$ cat config.mk
export PLATFORM = sky130hd
export DESIGN_NAME = bus_rule_gate
export DESIGN_NICKNAME = d
export VERILOG_FILES = /design/src/rtl/bus_rule_pkg.sv /design/src/rtl/rule_lookup.sv /design/src/rtl/access_judge.sv /design/src/rtl/err_responder.sv /design/src/rtl/viol_capture.sv /design/src/rtl/bus_rule_gate.sv
export SDC_FILE = /design/constraint.sdc
export NUM_CORES = 1
export LEC_CHECK = 0
export CORE_MARGIN = 3
export CORE_UTILIZATION = 39
export CTS_BUF_LIST = sky130_fd_sc_hd__clkbuf_8
export DETAILED_ROUTE_END_ITERATION = 10
export PLACE_DENSITY = 0.88
export SETUP_SLACK_MARGIN = 0.2
export SYNTH_ARGS = -nofsm -noshare
export SYNTH_HDL_FRONTEND = slang
export SYNTH_SLANG_ARGS = --single-unit
$ cat constraint.sdc
create_clock -name clk -period 6.5 [get_ports clk]
set_input_delay 1.3 -clock clk [delete_from_list [all_inputs] [get_ports clk]]
set_output_delay 1.3 -clock clk [all_outputs]
set_load 0.005 [all_outputs]
$ cat src/rtl/bus_rule_pkg.sv
package bus_rule_pkg;

    localparam int RULE_FIELD_W    = 4;
    localparam int RULE_WORD_W     = 32;
    localparam int FIELDS_PER_WORD = RULE_WORD_W / RULE_FIELD_W;

    // bit 1: secure, bit 0: privileged
    typedef enum logic [1:0] {
        LVL_NS_USER = 2'd0,
        LVL_NS_PRIV = 2'd1,
        LVL_S_USER  = 2'd2,
        LVL_S_PRIV  = 2'd3
    } sec_level_e;

    typedef struct packed {
        logic nonsec;
        logic priv;
        logic instr;
        logic write;
    } xfer_attr_t;

    typedef struct packed {
        logic allow;
        logic strict_fail;
        logic sec_fail;
        logic priv_fail;
    } verdict_t;

    typedef enum logic [1:0] {
        RSP_PASS     = 2'd0,
        RSP_ERR_WAIT = 2'd1,
        RSP_ERR_DONE = 2'd2
    } rsp_state_e;

    function automatic sec_level_e requester_level(input xfer_attr_t a);
        return sec_level_e'({~a.nonsec, a.priv});
    endfunction

    function automatic logic level_is_secure(input sec_level_e l);
        return l[1];
    endfunction

    function automatic logic level_is_priv(input sec_level_e l);
        return l[0];
    endfunction

endpackage

$ cat src/rtl/rule_lookup.sv
module rule_lookup
    import bus_rule_pkg::*;
#(
    parameter int NUM_REGIONS = 8,
    parameter int ADDR_W      = 32,
    parameter int REGION_LSB  = 15,
    localparam int IDX_W      = (NUM_REGIONS > 1) ? $clog2(NUM_REGIONS) : 1,
    localparam int NUM_WORDS  = (NUM_REGIONS + FIELDS_PER_WORD - 1) / FIELDS_PER_WORD,
    localparam int TABLE_W    = NUM_WORDS * RULE_WORD_W
) (
    input  logic [TABLE_W-1:0] rule_table,
    input  logic [ADDR_W-1:0]  addr,
    output sec_level_e         level
);

    logic [1:0]       lvl_arr [NUM_REGIONS];
    logic [IDX_W-1:0] idx;

    genvar g;
    generate
        for (g = 0; g < NUM_REGIONS; g++) begin : g_field
            assign lvl_arr[g] = rule_table[g*RULE_FIELD_W +: 2];
        end
    endgenerate

    assign idx   = addr[REGION_LSB +: IDX_W];
    assign level = sec_level_e'(lvl_arr[idx]);

endmodule

$ cat src/rtl/access_judge.sv
module access_judge
    import bus_rule_pkg::*;
(
    input  xfer_attr_t attr,
    input  sec_level_e rule,
    input  logic       en_check,
    input  logic       en_priv_s,
    input  logic       en_priv_ns,
    output verdict_t   verdict
);

    logic       priv_chk_on;
    sec_level_e req_lvl;

    always_comb begin
        req_lvl     = requester_level(attr);
        priv_chk_on = attr.nonsec ? en_priv_ns : en_priv_s;

        verdict.strict_fail = attr.instr && (req_lvl != rule);
        verdict.sec_fail    = !attr.instr && attr.nonsec && level_is_secure(rule);
        verdict.priv_fail   = !attr.instr && priv_chk_on && level_is_priv(rule) && !attr.priv;
        verdict.allow       = !en_check ||
                              !(verdict.strict_fail || verdict.sec_fail || verdict.priv_fail);
    end

endmodule

$ cat src/rtl/err_responder.sv
module err_responder
    import bus_rule_pkg::*;
(
    input  logic clk,
    input  logic rst,
    input  logic block_evt,
    input  logic slv_hready,
    input  logic slv_hresp,
    output logic hready_out,
    output logic hresp_out
);

    rsp_state_e state_q, state_d;

    always_comb begin
        state_d = state_q;
        unique case (state_q)
            RSP_PASS:     if (block_evt) state_d = RSP_ERR_WAIT;
            RSP_ERR_WAIT: state_d = RSP_ERR_DONE;
            RSP_ERR_DONE: state_d = block_evt ? RSP_ERR_WAIT : RSP_PASS;
            default:      state_d = RSP_PASS;
        endcase
    end

    always_ff @(posedge clk) begin
        if (rst) state_q <= RSP_PASS;
        else     state_q <= state_d;
    end

    always_comb begin
        unique case (state_q)
            RSP_ERR_WAIT: begin hready_out = 1'b0;       hresp_out = 1'b1;      end
            RSP_ERR_DONE: begin hready_out = 1'b1;       hresp_out = 1'b1;      end
            default:      begin hready_out = slv_hready; hresp_out = slv_hresp; end
        endcase
    end

endmodule

$ cat src/rtl/viol_capture.sv
module viol_capture
    import bus_rule_pkg::*;
#(
    parameter int ADDR_W = 32
) (
    input  logic              clk,
    input  logic              rst,
    input  logic              capture_evt,
    input  logic              clr,
    input  logic [ADDR_W-1:0] addr,
    input  xfer_attr_t        attr,
    output logic              valid_q,
    output logic [ADDR_W-1:0] addr_q,
    output xfer_attr_t        attr_q
);

    logic take;

    assign take = capture_evt && (!valid_q || clr);

    always_ff @(posedge clk) begin
        if (rst) begin
            valid_q <= 1'b0;
            addr_q  <= '0;
            attr_q  <= '0;
        end else begin
            if (clr) valid_q <= 1'b0;
            if (take) begin
                valid_q <= 1'b1;
                addr_q  <= addr;
                attr_q  <= attr;
            end
        end
    end

endmodule

$ cat src/rtl/bus_rule_gate.sv
module bus_rule_gate
    import bus_rule_pkg::*;
#(
    parameter int NUM_REGIONS = 8,
    parameter int ADDR_W      = 32,
    parameter int REGION_LSB  = 15,
    localparam int NUM_WORDS  = (NUM_REGIONS + FIELDS_PER_WORD - 1) / FIELDS_PER_WORD,
    localparam int TABLE_W    = NUM_WORDS * RULE_WORD_W
) (
    input  logic               clk,
    input  logic               rst,
    input  logic               en_secure_check,
    input  logic               en_priv_chk_s,
    input  logic               en_priv_chk_ns,
    input  logic [TABLE_W-1:0] rule_table,
    input  logic               viol_clr,
    input  logic               hsel,
    input  logic [1:0]         htrans,
    input  logic [ADDR_W-1:0]  haddr,
    input  logic               hwrite,
    input  logic               hnonsec,
    input  logic               hpriv,
    input  logic               hinstr,
    input  logic               slv_hready,
    input  logic               slv_hresp,
    output logic               slv_sel,
    output logic               hready_out,
    output logic               hresp_out,
    output logic               viol_valid,
    output logic [ADDR_W-1:0]  viol_addr,
    output logic               viol_nonsec,
    output logic               viol_priv,
    output logic               viol_instr,
    output logic               viol_write
);

    xfer_attr_t attr;
    sec_level_e rule_lvl;
    verdict_t   verdict;
    xfer_attr_t cap_attr;
    logic       xfer_go;
    logic       block_evt;

    assign attr.nonsec = hnonsec;
    assign attr.priv   = hpriv;
    assign attr.instr  = hinstr;
    assign attr.write  = hwrite;

    rule_lookup #(
        .NUM_REGIONS (NUM_REGIONS),
        .ADDR_W      (ADDR_W),
        .REGION_LSB  (REGION_LSB)
    ) u_lookup (
        .rule_table (rule_table),
        .addr       (haddr),
        .level      (rule_lvl)
    );

    access_judge u_judge (
        .attr       (attr),
        .rule       (rule_lvl),
        .en_check   (en_secure_check),
        .en_priv_s  (en_priv_chk_s),
        .en_priv_ns (en_priv_chk_ns),
        .verdict    (verdict)
    );

    assign xfer_go   = hsel && htrans[1] && hready_out;
    assign block_evt = xfer_go && !verdict.allow;
    assign slv_sel   = hsel && !block_evt;

    err_responder u_rsp (
        .clk        (clk),
        .rst        (rst),
        .block_evt  (block_evt),
        .slv_hready (slv_hready),
        .slv_hresp  (slv_hresp),
        .hready_out (hready_out),
        .hresp_out  (hresp_out)
    );

    viol_capture #(
        .ADDR_W (ADDR_W)
    ) u_cap (
        .clk         (clk),
        .rst         (rst),
        .capture_evt (block_evt),
        .clr         (viol_clr),
        .addr        (haddr),
        .attr        (attr),
        .valid_q     (viol_valid),
        .addr_q      (viol_addr),
        .attr_q      (cap_attr)
    );

    assign viol_nonsec = cap_attr.nonsec;
    assign viol_priv   = cap_attr.priv;
    assign viol_instr  = cap_attr.instr;
    assign viol_write  = cap_attr.write;

endmodule

### Word level (Yosys, flattened, before mapping)

Cells that the tools add are included.

| storage, ports and cells | value |
|---|---|
| RAM bits | 0 |
| input bits | 79 |
| memories kept | 0 |
| flip-flop bits (word level) | 39 |
| bits in latches | 0 |
| memory bits (read-only) | 0 |
| word-level logic and storage cells | 50 |

| operators by class | value |
|---|---|
| shift-type cells | 0 |
| bitwise gates (word level) | 2 |
| $mul | 0 |
| div/mod/pow operators | 0 |
| $add $sub $neg | 0 |
| reductions and logical operators | 25 |
| eq/ne operators | 4 |
| magnitude comparators | 1 |
| multiplexer cells | 11 |

Operator list:

| kind | number |
|---|---|
| logical AND 1 bit | 11 |
| logical NOT 1 bit | 7 |
| binary-select mux 2 bit (select 3 bit) | 1 |
| 2-to-1 mux 2 bit | 3 |
| case mux 2 bit (3 select lines) | 1 |
| 2-to-1 mux 1 bit | 5 |
| greater-or-equal comparator 4 bit (second input constant) | 1 |
| logical OR 1 bit | 4 |
| NOT 3 -> 4 bit | 1 |
| equality test 2 x 1 -> 1 bit (second input constant) | 1 |
| equality test 2 bit (second input constant) | 1 |
| logical NOT 2 bit | 1 |
| inequality test 2 bit | 1 |
| inequality test 2 bit (second input constant) | 1 |
| case mux 1 bit (2 select lines) | 1 |
| nonzero test 2 bit | 1 |
| OR reduction 2 bit | 1 |
| NOT 1 bit | 1 |

### Depth between registers and ports, before layout

| depth | value |
|---|---|
| depth in word-level cells | 14 |
| gate-level depth with buffers | 9 |

### Modules after synthesis

Synthesis repeated with hierarchy kept, for this count alone.

| second synthesis, totals | value |
|---|---|
| cells, all modules | 200 |
| area, all modules | 2078.2 um^2 |

Modules (own cells, without submodules):

| module | times used | sequential area each (um^2) | area an instance (um^2) | cells each |
|---|---|---|---|---|
| viol_capture | 1 | 740.7 | 1677.9 | 161 |
| err_responder | 1 | 40.0 | 165.2 | 17 |
| rule_lookup | 1 | 0.0 | 127.6 | 6 |
| access_judge | 1 | 0.0 | 85.1 | 12 |
| bus_rule_gate | 1 | 0.0 | 22.5 | 4 |

### Least setup slack after synthesis

Ideal clock, no wire load.

| timing path | value |
|---|---|
| kind | input port to output port |
| start point | in haddr[15] |
| end point | out slv_sel |
| data required time | 5200 ps |
| setup slack | 2462 ps |
| arrival | 2738 ps |
| stages on the path | 6 |
| cells stage by stage | buf_6 -> mux2i_1 -> mux4_2 -> a32o_2 -> o21ai_1 -> and2_1 |

| on the way | value |
|---|---|
| word-level cells in the longest chain between the ends | 14 |

Ends and longest elaborated chain:

| element | RTL line | RTL |
|---|---|---|
| from (decl) | bus_rule_gate.sv:19 | `input logic [ADDR_W-1:0] haddr,` |
| NOT 3 -> 4 bit (implied by the code) (*) | rule_lookup.sv:27 | `assign level = sec_level_e'(lvl_arr[idx]);` |
| binary-select mux 2 bit (select 3 bit) (*) | rule_lookup.sv:27 |  |
| 2-to-1 mux 2 bit (implied by the code) (*) (2 in a row) | rule_lookup.sv:27 |  |
| inequality test 2 bit | access_judge.sv:19 | `verdict.strict_fail = attr.instr && (req_lvl != rule);` |
| logical AND 1 bit | access_judge.sv:19 |  |
| logical OR 1 bit | access_judge.sv:23 | `!(verdict.strict_fail \|\| verdict.sec_fail \|\| verdict.priv_fail);` |
| logical OR 1 bit (*) | access_judge.sv:23 |  |
| logical NOT 1 bit (*) | access_judge.sv:23 |  |
| logical OR 1 bit (*) | access_judge.sv:22 | `verdict.allow = !en_check \|\|` |
| logical NOT 1 bit (*) | bus_rule_gate.sv:69 | `assign block_evt = xfer_go && !verdict.allow;` |
| logical AND 1 bit (*) | bus_rule_gate.sv:69 |  |
| logical NOT 1 bit (*) | bus_rule_gate.sv:70 | `assign slv_sel = hsel && !block_evt;` |
| logical AND 1 bit (*) | bus_rule_gate.sv:70 |  |
| to (decl) | bus_rule_gate.sv:26 | `output logic slv_sel,` |

Mark *: on every way between the ends. The rest lies on a longest branch, timed or not. The select of a mux whose other input is x is not followed.

### Worst setup path in the final report

Same ends and word-level chain as after synthesis.

==> summary.md <==
| Metric | Value |
|---|---|
| Outcome | `complete, no violations` |
| CP Data Arrival Time | `4.13 ns` |
| Port Buffers | `approximately 100` |
| Row count | `23` |
| # diodes | `0` |
| R2R setup slack | `3.94 ns` |
| Clk slew on worst S/H paths | `about 0.070 ns` |
| Area contributors post-synth | `dfxtp_1 (46%), mux2i_1 (26%), nor2_1 (7.9%)` |
| PostCTS Resize Cnt | `0` |
| Async SR Flop Fraction | `0%` |
| Seq cells post-synth | `39` |
| Via density | `slightly below 5` |
| Mean Syn Cell Area | `between 10 and 15 um^2` |
| Final hold vios | `0` |
| Gp weighted congestion | `0.702` |
| Synth unique cells | `25` |
| DRT antenna net count | `0` |
| H-tree depth | `2` |
| Crit path to | `slv_sel` |
| Fin util | `68.6%` |
| Register area | `between 700 and 800 um^2` |
| RSZ-0062 raised after global routing | `false` |
| Multi-input logic area | `between 800 and 900 um^2` |
| Synth top cells by count | `mux2i_1 (44), dfxtp_1 (39), nor2_1 (36), inv_1 (6)` |
| CTS max path bufs | `2` |
| Layout cells sized above 1 | `under 10%` |
| Vias in the first global route | `1495` |
| FF-to-FF path depth | `8` |
| Hold Buf Count CTS | `0` |
| Pin count of the biggest net entering global routing | `40` |
| Hold_ws | `between 0.4 and 0.5 ns` |
| Worst-Margin Slew | `~0.79 ns` |
| Fin crit share | `a little over four fifths` |
| DP Wirelength | `~3.3 mm` |
| FF-to-FF End | `u_cap.addr_q[24]` |
| Crit end category | `output pin` |
| Post-Route WL | `just over 4 mm` |
| DRC | `0` |
| Die ar. | `approximately 5200 um^2` |
| Starting density of the core | `41.6%` |
| Max VDD drop | `roughly 0.14 mV` |
| Crit start category | `primary input` |
| Initial antenna violation count | `0` |
| Synthesized Nets | `~240` |
| Initial DRT Pass Iterations | `3` |
| Data required time of the critical path | `5.20 ns` |
| Dominant cell by count in the synthesized netlist | `mux2i_1` |
| Global-route wire length before repair | `roughly 6.3 mm` |
| Max Freq | `around 180 MHz` |
| Clk_lat worst skew | `~0.29 ns` |
| Die width | `slightly above 70 um` |
| Fin crit period | `between 5 and 6 ns` |
| Routed WL per cell | `roughly 13 um` |
| Setup tns final | `0 ns` |
| Final Max Slew Viols | `0` |
| Synthesis-to-finish area growth | `65.0%` |
| # Max-Cap Violations | `0` |
| Max Clock Skew | `between 0.005 and 0.006 ns` |
| Post-synthesis sequential area ratio | `a little under half` |
| CTS Sinks | `39` |
| Power Density | `about 180 nW/um^2` |
| Yosys top cell area share | `45.6%` |
| Fillers | `~340` |
| Postcts setup bufs | `0` |
| Slew margin rel. | `between 40% and 50%` |
| Synth Instances | `approximately 160` |
| Post-synth EDFFs | `0` |
| Critical path type | `primary input to output pin` |
| Total grt overflow | `0` |
| Ports | `roughly 120` |
| Reg2reg start | `u_rsp.state_q[1]` |
| Worst Path Max Fanout | `9` |
| Leak | `approximately 1.3 nW` |
| Top_reg_cell synth | `dfxtp_1` |
| Syn. warnings | `0` |
| CTS Buf Count | `5` |
| Number of vias in the routed layout | `1496` |
| Hold Crit Class | `flop to flop` |
| CTS tree | `yes` |
| Total core area | `4120 um^2` |
| Final setup fails | `0` |
| Largest area contributor in the netlist | `dfxtp_1` |
| Synth Cell Area | `approximately 1700 um^2` |
| Clock root buffer | `clkbuf_8` |
| Nets | `343` |
| Initial DRC Count | `34` |
| GRT Overall Usage | `around 15%` |
| Die Y | `between 70 and 80 um` |
| Crit. Startpoint | `haddr[15]` |
-- where the power goes --
group	internal [mW]	leakage, nW	switching (mW)
Clock	0.114	0.0581	0.0841
Sequential	0.243	0.315	0.00206
Combinational	0.0539	0.964	0.0240
Total	0.411	1.34	0.110
-- flip-flops by register name (all words and copies together), names as in the netlist --
| register | flops |
|---|---|
| u_cap.addr_q | 32 |
| u_cap.attr_q | 4 |
| u_rsp.state_q | 2 |
| u_cap.valid_q | 1 |
-- metrics by stage --
stage | std cells | total power, mW | worst slack [ns] | cell area (um^2)
3_5_place_dp | 303 | 0.329 | 1.05 | 2710
6_report | 311 | 0.521 | 1.07 | 2820
3_3_place_gp | 303 | 0.327 | 1.13 | 2710
5_1_grt | 311 | 0.546 | 0.954 | 2820
4_1_cts | 311 | 0.529 | 1.04 | 2820
2_1_floorplan | 159 | 0.279 | 2.46 | 1710
-- metal layers --
metal  global-route usage, %  vias to the layer above  wire length (um)
li1                        -                      742                 -
met1                    14.7                      680              1460
met3                    8.17                        2               499
met5                       0                        -                 0
met4                    5.01                        0                19
met2                    28.1                       72              2110
-- cell usage in the layout, fill, tap and decap left out, types with 2 or more instances in the layout --
| cell type | count |
|---|---|
| clkbuf_8 | 5 |
| buf_4 | 2 |
| nor2b_1 | 2 |
| dfxtp_1 | 39 |
| nor2_1 | 36 |
| inv_1 | 6 |
| ha_1 | 4 |
| a21oi_1 | 3 |
| mux2i_1 | 44 |
| clkdlybuf4s50_1 | 101 |
| mux4_2 | 2 |
-- critical path, stage by stage --
cell             delay [ns]
clkdlybuf4s50_1        0.75
mux2i_1                0.13
mux4_2                 0.50
o32ai_1                0.50
o21ai_1                0.28
and2_1                 0.23
clkdlybuf4s50_1        0.44
-- worst min-delay path by stage --
stage,slack (ns),depth (start not counted),to,from
2_1_floorplan,0.48,2,u_rsp.state_q[0],u_rsp.state_q[0]
3_3_place_gp,0.47,2,u_cap.addr_q[2],u_cap.addr_q[2]
3_5_place_dp,0.48,2,u_cap.addr_q[27],u_cap.addr_q[27]
4_1_cts,0.50,2,u_cap.addr_q[27],u_cap.addr_q[27]
5_1_grt,0.53,2,u_cap.addr_q[16],u_cap.addr_q[16]
6_report,0.49,2,u_cap.addr_q[27],u_cap.addr_q[27]
-- cells by family (layout without fill, tap and decap cells) --
logic type / count (synthesis) / count (layout) / share of synthesized area (%)
flip-flops: 39 / 39 / 45.6
AND/OR/NAND/NOR: 44 / 44 / 10.8
adder cells (fa/ha/maj): 4 / 4 / 2.93
AO/OA/AOI/OAI: 10 / 10 / 4.61
multiplexers: 47 / 47 / 29.0
buffers and inverters: 15 / 117 / 7.02
-- layout make-up --
| class | instances | area share (%) |
|---|---|---|
| repair buffers | 103 | 36.3 |
| well taps | 50 | 2.22 |
| multi-input cells | 105 | 29.0 |
| clock buffers | 5 | 2.44 |
| clock inverters | 3 | 1.55 |
| flip-flops and latches | 39 | 27.7 |
| inverters | 6 | 0.798 |
(Power assumes the default switching activity.)
